--- src/rtl/split_decade_pkg.sv ---
package split_decade_pkg;
  localparam int QUINT_W = 3;
  localparam int DIGIT_W = QUINT_W + 1;

  typedef logic [QUINT_W-1:0] quint_t;

  localparam quint_t QUINT_TOP = quint_t'(4);

  typedef struct packed {
    quint_t quin;
    logic   half;
  } digit_t;

  // Modulo-5 successor; any code at or above the top wraps to zero.
  function automatic quint_t quint_next(input quint_t cur);
    return (cur >= QUINT_TOP) ? '0 : cur + quint_t'(1);
  endfunction
endpackage

--- src/rtl/sdp_rst_sync.sv ---
module sdp_rst_sync #(
  parameter int STAGES = 2
) (
  input  logic clk,
  input  logic arst_n,
  output logic rst_n_o
);
  logic [STAGES-1:0] sh_q;
  logic [STAGES-1:0] sh_d;

  generate
    if (STAGES == 1) begin : g_one
      always_comb sh_d = 1'b1;
    end else begin : g_many
      always_comb sh_d = {sh_q[STAGES-2:0], 1'b1};
    end
  endgenerate

  always_ff @(posedge clk or negedge arst_n) begin
    if (!arst_n) sh_q <= '0;
    else         sh_q <= sh_d;
  end

  assign rst_n_o = sh_q[STAGES-1];
endmodule

--- src/rtl/sdp_fall_detect.sv ---
module sdp_fall_detect #(
  parameter int SYNC_DEPTH = 2
) (
  input  logic clk,
  input  logic rst_n,
  input  logic pin_i,
  output logic fall_o
);
  logic [SYNC_DEPTH-1:0] sync_q;
  logic [SYNC_DEPTH-1:0] sync_d;
  logic                  prev_q;
  logic                  prev_d;

  generate
    if (SYNC_DEPTH == 1) begin : g_one
      always_comb sync_d = pin_i;
    end else begin : g_many
      always_comb sync_d = {sync_q[SYNC_DEPTH-2:0], pin_i};
    end
  endgenerate

  always_comb prev_d = sync_q[SYNC_DEPTH-1];

  always_ff @(posedge clk or negedge rst_n) begin
    if (!rst_n) begin
      sync_q <= '0;
      prev_q <= 1'b0;
    end else begin
      sync_q <= sync_d;
      prev_q <= prev_d;
    end
  end

  assign fall_o = prev_q & ~sync_q[SYNC_DEPTH-1];
endmodule

--- src/rtl/sdp_half_stage.sv ---
module sdp_half_stage (
  input  logic clk,
  input  logic rst_n,
  input  logic clear_i,
  input  logic adv_i,
  output logic q_o
);
  logic q_q;
  logic q_d;
  logic en;

  always_comb begin
    en  = clear_i | adv_i;
    q_d = clear_i ? 1'b0 : ~q_q;
  end

  always_ff @(posedge clk or negedge rst_n) begin
    if (!rst_n)  q_q <= 1'b0;
    else if (en) q_q <= q_d;
  end

  assign q_o = q_q;
endmodule

--- src/rtl/sdp_quint_stage.sv ---
module sdp_quint_stage
  import split_decade_pkg::*;
(
  input  logic   clk,
  input  logic   rst_n,
  input  logic   clear_i,
  input  logic   adv_i,
  output quint_t q_o
);
  quint_t q_q;
  quint_t q_d;
  logic   en;

  always_comb begin
    en  = clear_i | adv_i;
    q_d = clear_i ? '0 : quint_next(q_q);
  end

  always_ff @(posedge clk or negedge rst_n) begin
    if (!rst_n)  q_q <= '0;
    else if (en) q_q <= q_d;
  end

  assign q_o = q_q;
endmodule

--- src/rtl/sdp_unit.sv ---
module sdp_unit
  import split_decade_pkg::*;
#(
  parameter int SYNC_DEPTH = 2
) (
  input  logic   clk,
  input  logic   rst_n,
  input  logic   tick2_i,
  input  logic   tick5_i,
  input  logic   clear_i,
  output digit_t state_o
);
  logic   fall2;
  logic   fall5;
  logic   half_q;
  quint_t quin_q;

  sdp_fall_detect #(.SYNC_DEPTH(SYNC_DEPTH)) u_det2 (
    .clk(clk), .rst_n(rst_n), .pin_i(tick2_i), .fall_o(fall2)
  );

  sdp_fall_detect #(.SYNC_DEPTH(SYNC_DEPTH)) u_det5 (
    .clk(clk), .rst_n(rst_n), .pin_i(tick5_i), .fall_o(fall5)
  );

  sdp_half_stage u_half (
    .clk(clk), .rst_n(rst_n), .clear_i(clear_i), .adv_i(fall2), .q_o(half_q)
  );

  sdp_quint_stage u_quin (
    .clk(clk), .rst_n(rst_n), .clear_i(clear_i), .adv_i(fall5), .q_o(quin_q)
  );

  always_comb begin
    state_o.half = half_q;
    state_o.quin = quin_q;
  end
endmodule

--- src/rtl/split_decade_pair.sv ---
module split_decade_pair
  import split_decade_pkg::*;
#(
  parameter int UNITS      = 2,
  parameter int SYNC_DEPTH = 2,
  parameter int RST_STAGES = 2
) (
  input  logic                     clk,
  input  logic                     rst_n,
  input  logic [UNITS-1:0]         tick2_i,
  input  logic [UNITS-1:0]         tick5_i,
  input  logic [UNITS-1:0]         clear_i,
  output logic [UNITS*DIGIT_W-1:0] count_o
);
  localparam int CW = UNITS * DIGIT_W;

  logic          rst_ok;
  logic [CW-1:0] raw_state;

  sdp_rst_sync #(.STAGES(RST_STAGES)) u_rst (
    .clk(clk), .arst_n(rst_n), .rst_n_o(rst_ok)
  );

  generate
    for (genvar u = 0; u < UNITS; u++) begin : g_unit
      digit_t st;

      sdp_unit #(.SYNC_DEPTH(SYNC_DEPTH)) u_unit (
        .clk(clk), .rst_n(rst_ok),
        .tick2_i(tick2_i[u]), .tick5_i(tick5_i[u]), .clear_i(clear_i[u]),
        .state_o(st)
      );

      assign raw_state[u*DIGIT_W +: DIGIT_W] = st;
      // Clear masks the unit's outputs in the same cycle it is raised.
      assign count_o[u*DIGIT_W +: DIGIT_W]   = clear_i[u] ? '0 : st;
    end
  endgenerate
endmodule

--- config.mk ---
export PLATFORM = sky130hd
export DESIGN_NAME = split_decade_pair
export DESIGN_NICKNAME = d
export VERILOG_FILES = /design/src/rtl/split_decade_pkg.sv /design/src/rtl/sdp_rst_sync.sv /design/src/rtl/sdp_fall_detect.sv /design/src/rtl/sdp_half_stage.sv /design/src/rtl/sdp_quint_stage.sv /design/src/rtl/sdp_unit.sv /design/src/rtl/split_decade_pair.sv
export SDC_FILE = /design/constraint.sdc
export NUM_CORES = 1
export LEC_CHECK = 0
export BUFFER_PORTS_ARGS = -buffer_cell sky130_fd_sc_hd__buf_4
export CORE_MARGIN = 4
export CORE_UTILIZATION = 46
export CTS_CLUSTER_DIAMETER = 80
export DETAILED_ROUTE_END_ITERATION = 7
export PLACE_DENSITY_LB_ADDON = 0.3
export SETUP_SLACK_MARGIN = 0.02
export SKIP_CTS_REPAIR_TIMING = 1
export SYNTH_ARGS = -nofsm -noshare
export SYNTH_HDL_FRONTEND = slang
export SYNTH_SLANG_ARGS = --single-unit
--- constraint.sdc ---
create_clock -name clk -period 0.8 [get_ports clk]
set_clock_uncertainty 0.05 [all_clocks]
set_input_delay 0 -clock clk [delete_from_list [all_inputs] [get_ports clk]]
set_output_delay 0 -clock clk [all_outputs]
set_load 0.01 [all_outputs]
======== After elaboration in Yosys (flattened, before gate mapping) ========
Cells that the tools add are included.
word-level totals
  logic and storage cells ................. 39
  input bits .............................. 8
  output and inout port bits .............. 8
  RAM bits ................................ 0
  latch bits .............................. 0
  ROM bits ................................ 0
  memories kept ........................... 0
  bits in registers ....................... 22
operators by class
  $lt $le $gt $ge ......................... 2
  divide/modulo/power cells ............... 0
  reduce and logical (&&, ||, !) cells .... 0
  bitwise gates (word level) .............. 14
  add/sub/neg operators ................... 2
  shift operators ......................... 0
  mux-type cells .......................... 8
  eq/ne operators ......................... 0
  multipliers ............................. 0
operator list
  cell                   count
  $mux W3                4
  $mux W4                2
  $add A3 B1 Y3 const B  2
  $ge A3 B3 Y1 const B   2
  $not A1 Y1             6
  $and A1 B1 Y1          4
  $or A1 B1 Y1           4
  $mux W1                2

======== Longest topological paths before layout ========
Gate-level depths: netlist of run 1.
  depth in word-level cells ............... 3
  mapped depth ............................ 4
  depth with buffers taken out ............ 4

======== By module ========
A second synthesis of run 1 with hierarchy kept.
second synthesis, totals
  cell total of the unflattened synthesis .. 65
  area total of the unflattened synthesis .. 874.6 µm²
modules (own cells, without submodules)
  module             area an instance (µm²)  cells each  seq. area each (µm²)  times used
  sdp_fall_detect    88.8                    4           75.1                  4
  sdp_quint_stage    162.7                   15          75.1                  2
  sdp_half_stage     37.5                    3           25.0                  2
  sdp_rst_sync       53.8                    3           50.0                  1
  split_decade_pair  50.0                    8           0.0                   1
  sdp_unit           7.5                     1           0.0                   2

======== Worst setup path after synthesis of run 1 ========
OpenSTA, ideal clock, no wires.
  path kind ............................... reg2reg
  start point ............................. register g_unit[1].u_unit.u_det5.sync_q[1]
  end point ............................... register g_unit[1].u_unit.u_quin.q_q[0]
  library setup time ...................... 0.073 ns
  data required time ...................... 0.677 ns
  cell stages (with the launch flop) ...... 4
  clock period less this slack ............ 1.044 ns
  path buffers ............................ 0
  path slack .............................. -0.244 ns
  data arrival time ....................... 0.921 ns
  cells stage by stage .................... dfrtp_1 nand2b_4 or3_1 a21oi_2
on the way
  word-level cells in the longest chain between the ends .. 3
ends and longest elaborated chain
  element                 RTL line               RTL
  from (decl)             sdp_fall_detect.sv:9   logic [SYNC_DEPTH-1:0] sync_q;
  from (signal assigned)  sdp_fall_detect.sv:29  sync_q <= sync_d;
  $not A1 Y1              sdp_fall_detect.sv:34  assign fall_o = prev_q & ~sync_q[SYNC_DEPTH-1];
  $and A1 B1 Y1           sdp_fall_detect.sv:34
  $or A1 B1 Y1            sdp_quint_stage.sv:15  en = clear_i | adv_i;
  to (signal assigned)    sdp_quint_stage.sv:21  else if (en) q_q <= q_d;
  to (decl)               sdp_quint_stage.sv:10  quint_t q_q;
No other way between the ends.
A chain may end at the register's enable or synchronous reset.

======== Final worst setup path of run 1 ========
  start point ............................. register g_unit[1].u_unit.u_quin.q_q[2]
  end point ............................... register g_unit[1].u_unit.u_quin.q_q[0]
on the way
  word-level cells in the longest chain between the ends .. 3
ends and longest elaborated chain
  element       RTL line                RTL
  $ge A3 B3 Y1  split_decade_pkg.sv:16  return (cur >= QUINT_TOP) ? '0 : cur + quint_t'(1);
  $mux W3       split_decade_pkg.sv:16
  $mux W3       sdp_quint_stage.sv:16   q_d = clear_i ? '0 : quint_next(q_q);
No other way between the ends.

==> results.tsv, run 1 <==
metric	value	unit
outcome	finished, violations left	
violations	negative hold slack, negative setup slack	
synth_nets	79	
core-area	1730	um2
dp_slack	-0.261	ns
startpoint	g_unit[1].u_unit.u_quin.q_o[2]	
antenna_found_initial	0	
cp_num_buf_inv	1	
period_minus_slack	1.15	ns
synth.most_common_cell	dfrtp_1	
chipHeight	50.6	um
drive_above_1_share	48.1	%
fp.dieW	50.6	um
initial_utilization	48.3	%
synth_seq_area_share	66.1	%
cts_tree	done	
startpoint_type	flip-flop	
synth_common_cells	dfrtp_1 (22), nor2_1 (8), nor2b_1 (7), nand2_1 (5)	
setup_viol	16	
crit_path_end_kind	flip-flop	
drc	0	
drt.antenna.violating_nets	0	
hold_viol	4	
fin_crit_sh	144	%
die_area	2560	um2
holdWs	-0.122	ns
synth.largest_area_cell	dfrtp_1	
critical_path_peak_fanout	2	
ios	16	
synth_edf_count	0	
worstReg2RegStart	g_unit[1].u_unit.u_quin.q_o[2]	
power.density	1590	nW/um2
worstHoldStart	clear_i[1]	
overflow	0	
min_path_type	primary input to flip-flop	
numCtsBuffers	3	
grt_max_degree	13	
synthTopCellsByArea	dfrtp_1 (66%), ha_1 (6.0%), nor2b_1 (5.3%)	
async_reset_ff_share	100	%
track_usage	10.5	%
syn_area	833	um2
synth_ff_type	dfrtp_1	
fin_util	74.5	%
rsz0062_at_grt	true	
critical_path_class	flip-flop to flip-flop	
dp_hpwl	923	um
synth_top_area_share	66.1	%
cp.required	0.99	ns
wire_per_inst	10.2	um
synth_area_per_cell	12.4	um2
clock-sinks	22	
viasPerCell	4.48	
tns	-3.53	ns
slew_viol_final	0	
critical_path.top_delay_family	flip-flops	
gp_congestion	0.792	
cts_root_buf	clkbuf_4	
synth_cell_types	16	
p_leak	0.603	nW
maxCapViolations	0	
fillers	128	
first_global_vias	492	
path_clk_slew	0.11	ns
clk_latency	0.29	ns
grt_pass1_wl	2010	um
final_nets	121	
vias	596	
fin_total_pwr	2.04	mW
diodes	0	
dr.pass1.iters	3	
drt-total-wl	1360	um
ys_ff_latch	22	
ys_warn_count	0	
port-buffer-count	15	
netlist_instances	67	
finalWorstSetupSlack	-0.350	ns
achievable-frequency	869	MHz
cts_htree_levels	1	
clock_path_buffers	2	
rows	15	
syn2layout_area_growth	54.4	%
cp_slowest_cell	dfrtp_1	
first_iter_violations	4	
ir_worst_vdd	1.44	mV
max_stage_delay	0.42	ns
cp_data_arrival_time	1.34	ns
path_cells	buf_4 -> or3_1 -> a21oi_2	
cell families (layout without fill, tap and decap cells):
logic type / after synthesis / after routing / share of synthesized area [%]
simple gates: 28 / 28 / 18.9
other cells: 1 / 1 / 0.450
buf+inv: 4 / 45 / 1.80
flops: 22 / 22 / 66.1
fa+ha+maj: 4 / 4 / 6.01
xor+xnor: 2 / 2 / 2.10
compound gates: 5 / 5 / 3.45
mux: 1 / 1 / 1.20
placed cells by master (no fill, tap or decap), types with 2 or more instances in the layout:
cell type / n
dlygate4sd3_1: 7
inv_2: 4
nor2_1: 4
buf_4: 23
nand3b_1: 4
a21oi_1: 3
a21oi_2: 2
clkbuf_4: 3
nor2b_1: 3
nor2_2: 4
buf_6: 7
ha_1: 3
nand2_1: 5
dfrtp_1: 22
nor2b_4: 4
path summary, 6_finish.rpt:
check,endpoint,slack [ns],cells past startpoint
setup reg to reg,g_unit[1].u_unit.u_quin.q_o[0],-0.35,3
setup / recovery,g_unit[1].u_unit.u_quin.q_o[0],-0.35,3
hold reg to reg,g_unit[1].u_unit.u_det5.sync_q[1],0.14,1
min in group asynchronous,g_unit[1].u_unit.u_det5.sync_q[1],0.14,1
hold / removal,g_unit[1].u_unit.u_quin.q_o[0],-0.12,2
max in group asynchronous,u_rst.sh_q[1],0.09,3
per-layer routing:
layer  vias up  track usage [%]  share of wire [%]
met5         -                0                  0
met4         0             5.38                1.0
met3         2             1.78                3.2
met2         9             17.0                 51
met1       290             13.5                 45
li1        295                -                  -
flip-flops by register name, summed over array words and instances (netlist names):
register,count
g_unit.u_unit.u_det2.prev_q,2
g_unit.u_unit.u_det2.sync_q,4
g_unit.u_unit.u_det5.prev_q,2
g_unit.u_unit.u_det5.sync_q,4
g_unit.u_unit.u_half.q_o,2
g_unit.u_unit.u_quin.q_o,6
u_rst.sh_q,2
per-stage QoR:
step | instances | hold slack, ns | instance area (um2)
after floorplan | 67 | -0.346 | 838
after global placement | 116 | -0.266 | 1050
after detailed placement | 116 | -0.267 | 1050
after CTS | 120 | -0.604 | 1090
after global routing | 133 | -0.137 | 1290
final | 133 | -0.122 | 1290
power by group:
group	internal (mW)	total (mW)	switching (mW)	leakage, nW
registers	1.17	1.20	0.0317	0.272
logic	0.158	0.268	0.109	0.310
clock network	0.277	0.576	0.299	0.0210
total	1.60	2.04	0.441	0.603
cell type report:
cell class | instances | area (um2) | share of cell area (%)
sequential | 22 | 551 | 42.8
multi-input combinational | 41 | 332 | 25.8
tap | 25 | 31.3 | 2.43
clock buffer | 4 | 36.3 | 2.82
inverter | 4 | 15.0 | 1.17
timing repair buffer | 37 | 322 | 25.0
No activity file was read; power rests on OpenSTA's default activity.
==> run 2: changes to the inputs <==
CORE_UTILIZATION = 45   (was 46)
==> run 2 against run 1 <==
The run ends with negative setup slack left. Worst hold slack gained 0.17 ns. Maximum frequency grew 2.1%. Sequential cell count is the same. Critical path depth is the same. Die area grew 1.9%. Setup slack gained 0.023 ns. First-iteration DRC count shrank 25%. Clock-buffer cell count is the same. Sequential share of layout area shrank 0.70 points. Power grew 1.5%.
==> results.tsv, run 2 (synthesized netlist as in run 1, its figures left out) <==
metric	value	unit
outcome	finished, violations left	
violations	negative setup slack	
syn2layout_area_growth	56.9	%
fin_crit_sh	141	%
hold_viol	0	
largest_reg_flops	6	
final_nets	123	
grt_pass1_wl	2300	um
path_cells	buf_6 -> nor2b_1 -> buf_4	
initial_utilization	47.7	%
rows	15	
cp.required	0.75	ns
die_area	2600	um2
clock_path_buffers	2	
numCtsBuffers	3	
fp.dieW	51.0	um
crit_path_end_kind	output pin	
core-area	1750	um2
finalWorstSetupSlack	-0.327	ns
setup_viol	16	
p_leak	0.603	nW
ir_worst_vdd	1.45	mV
drive_above_1_share	46.4	%
cts_htree_levels	1	
track_usage	11.8	%
achievable-frequency	888	MHz
cp_num_buf_inv	2	
overflow	0	
cts_root_buf	clkbuf_4	
cp_slowest_cell	dfrtp_1	
dp_hpwl	1010	um
fin_total_pwr	2.07	mW
gp_congestion	0.795	
ios	16	
rsz0062_at_grt	true	
critical_path_peak_fanout	4	
power.density	1590	nW/um2
first_global_vias	583	
wire_per_inst	11.9	um
drt-total-wl	1600	um
cp_data_arrival_time	1.08	ns
dp_slack	-0.271	ns
viasPerCell	4.47	
clock-sinks	22	
path_clk_slew	0.12	ns
cts_tree	done	
diodes	0	
fillers	120	
min_path_type	flip-flop to async pin	
drc	0	
dr.pass1.iters	4	
antenna_found_initial	0	
max_stage_delay	0.41	ns
first_iter_violations	3	
drt.antenna.violating_nets	0	
vias	604	
grt_max_degree	13	
critical_path_class	flip-flop to output pin	
critical_path.top_delay_family	flip-flops	
period_minus_slack	1.13	ns
clk_latency	0.30	ns
mostFrequentLayoutCells	dfrtp_1 (22), buf_4 (22), buf_6 (9), dlygate4sd3_1 (8)	
startpoint_type	flip-flop	
maxCapViolations	0	
chipHeight	51.0	um
port-buffer-count	15	
slew_viol_final	0	
run 2: cell count changes in the layout (fill, tap and decap cells not counted), moves of 2 or more:
cell | previous run | this run
buf_6 | 7 | 9
nor2_2 | 4 | 1
nor2_4 | 0 | 2
nor2b_4 | 4 | 2
run 2: worst paths after layout:
kind / cells after the start / startpoint / to / slack (ns)
max: 3 / g_unit[1].u_unit.u_quin.q_o[2] / count_o[7] / -0.33
min: 0 / u_rst.sh_q[1] / g_unit[1].u_unit.u_det2.sync_q[1] / 0.05
max reg2reg: 3 / g_unit[1].u_unit.u_quin.q_o[0] / g_unit[1].u_unit.u_quin.q_o[0] / -0.33
min reg2reg: 0 / u_rst.sh_q[1] / g_unit[1].u_unit.u_det2.sync_q[1] / 0.05
max in group asynchronous: 3 / rst_n / u_rst.sh_q[1] / 0.10
min in group clk: 3 / clear_i[1] / count_o[5] / 0.22
run 2: metrics by stage:
stage / utilization, % / TNS, ns / instances / hold slack (ns) / area [um2]
2_1_floorplan: - / -0.834 / 67 / -0.346 / 838
3_3_place_gp: 61.0 / -1.20 / 118 / -0.268 / 1060
3_5_place_dp: 61.0 / -1.35 / 118 / -0.266 / 1060
4_1_cts: 63.1 / -3.83 / 122 / -0.606 / 1100
5_1_grt: 74.9 / -4.36 / 135 / 0.0734 / 1310
6_report: 74.9 / -3.57 / 135 / 0.0501 / 1310
run 2: cell type report:
cell class | instances | area (um2) | area share (%)
sequential | 22 | 551 | 42.1
inverter | 4 | 15.0 | 1.15
tap | 25 | 31.3 | 2.39
clock buffer | 4 | 36.3 | 2.78
multi-input combinational | 41 | 328 | 25.1
timing repair buffer | 39 | 347 | 26.5
run 2: where the power goes:
| part | internal, mW | switching, mW | leakage [nW] |
|---|---|---|---|
| combinational | 0.167 | 0.116 | 0.310 |
| sequential | 1.17 | 0.0341 | 0.272 |
| clock | 0.277 | 0.313 | 0.0210 |
| total | 1.61 | 0.463 | 0.603 |
run 2: layer usage:
| layer | track usage [%] | part of all wire (%) | vias to the layer above |
|---|---|---|---|
| met5 | 0 | 0 | - |
| met4 | 5.38 | 0.75 | 0 |
| met3 | 1.75 | 3.1 | 2 |
| met2 | 21.7 | 54 | 9 |
| met1 | 13.2 | 42 | 296 |
| li1 | - | - | 297 |
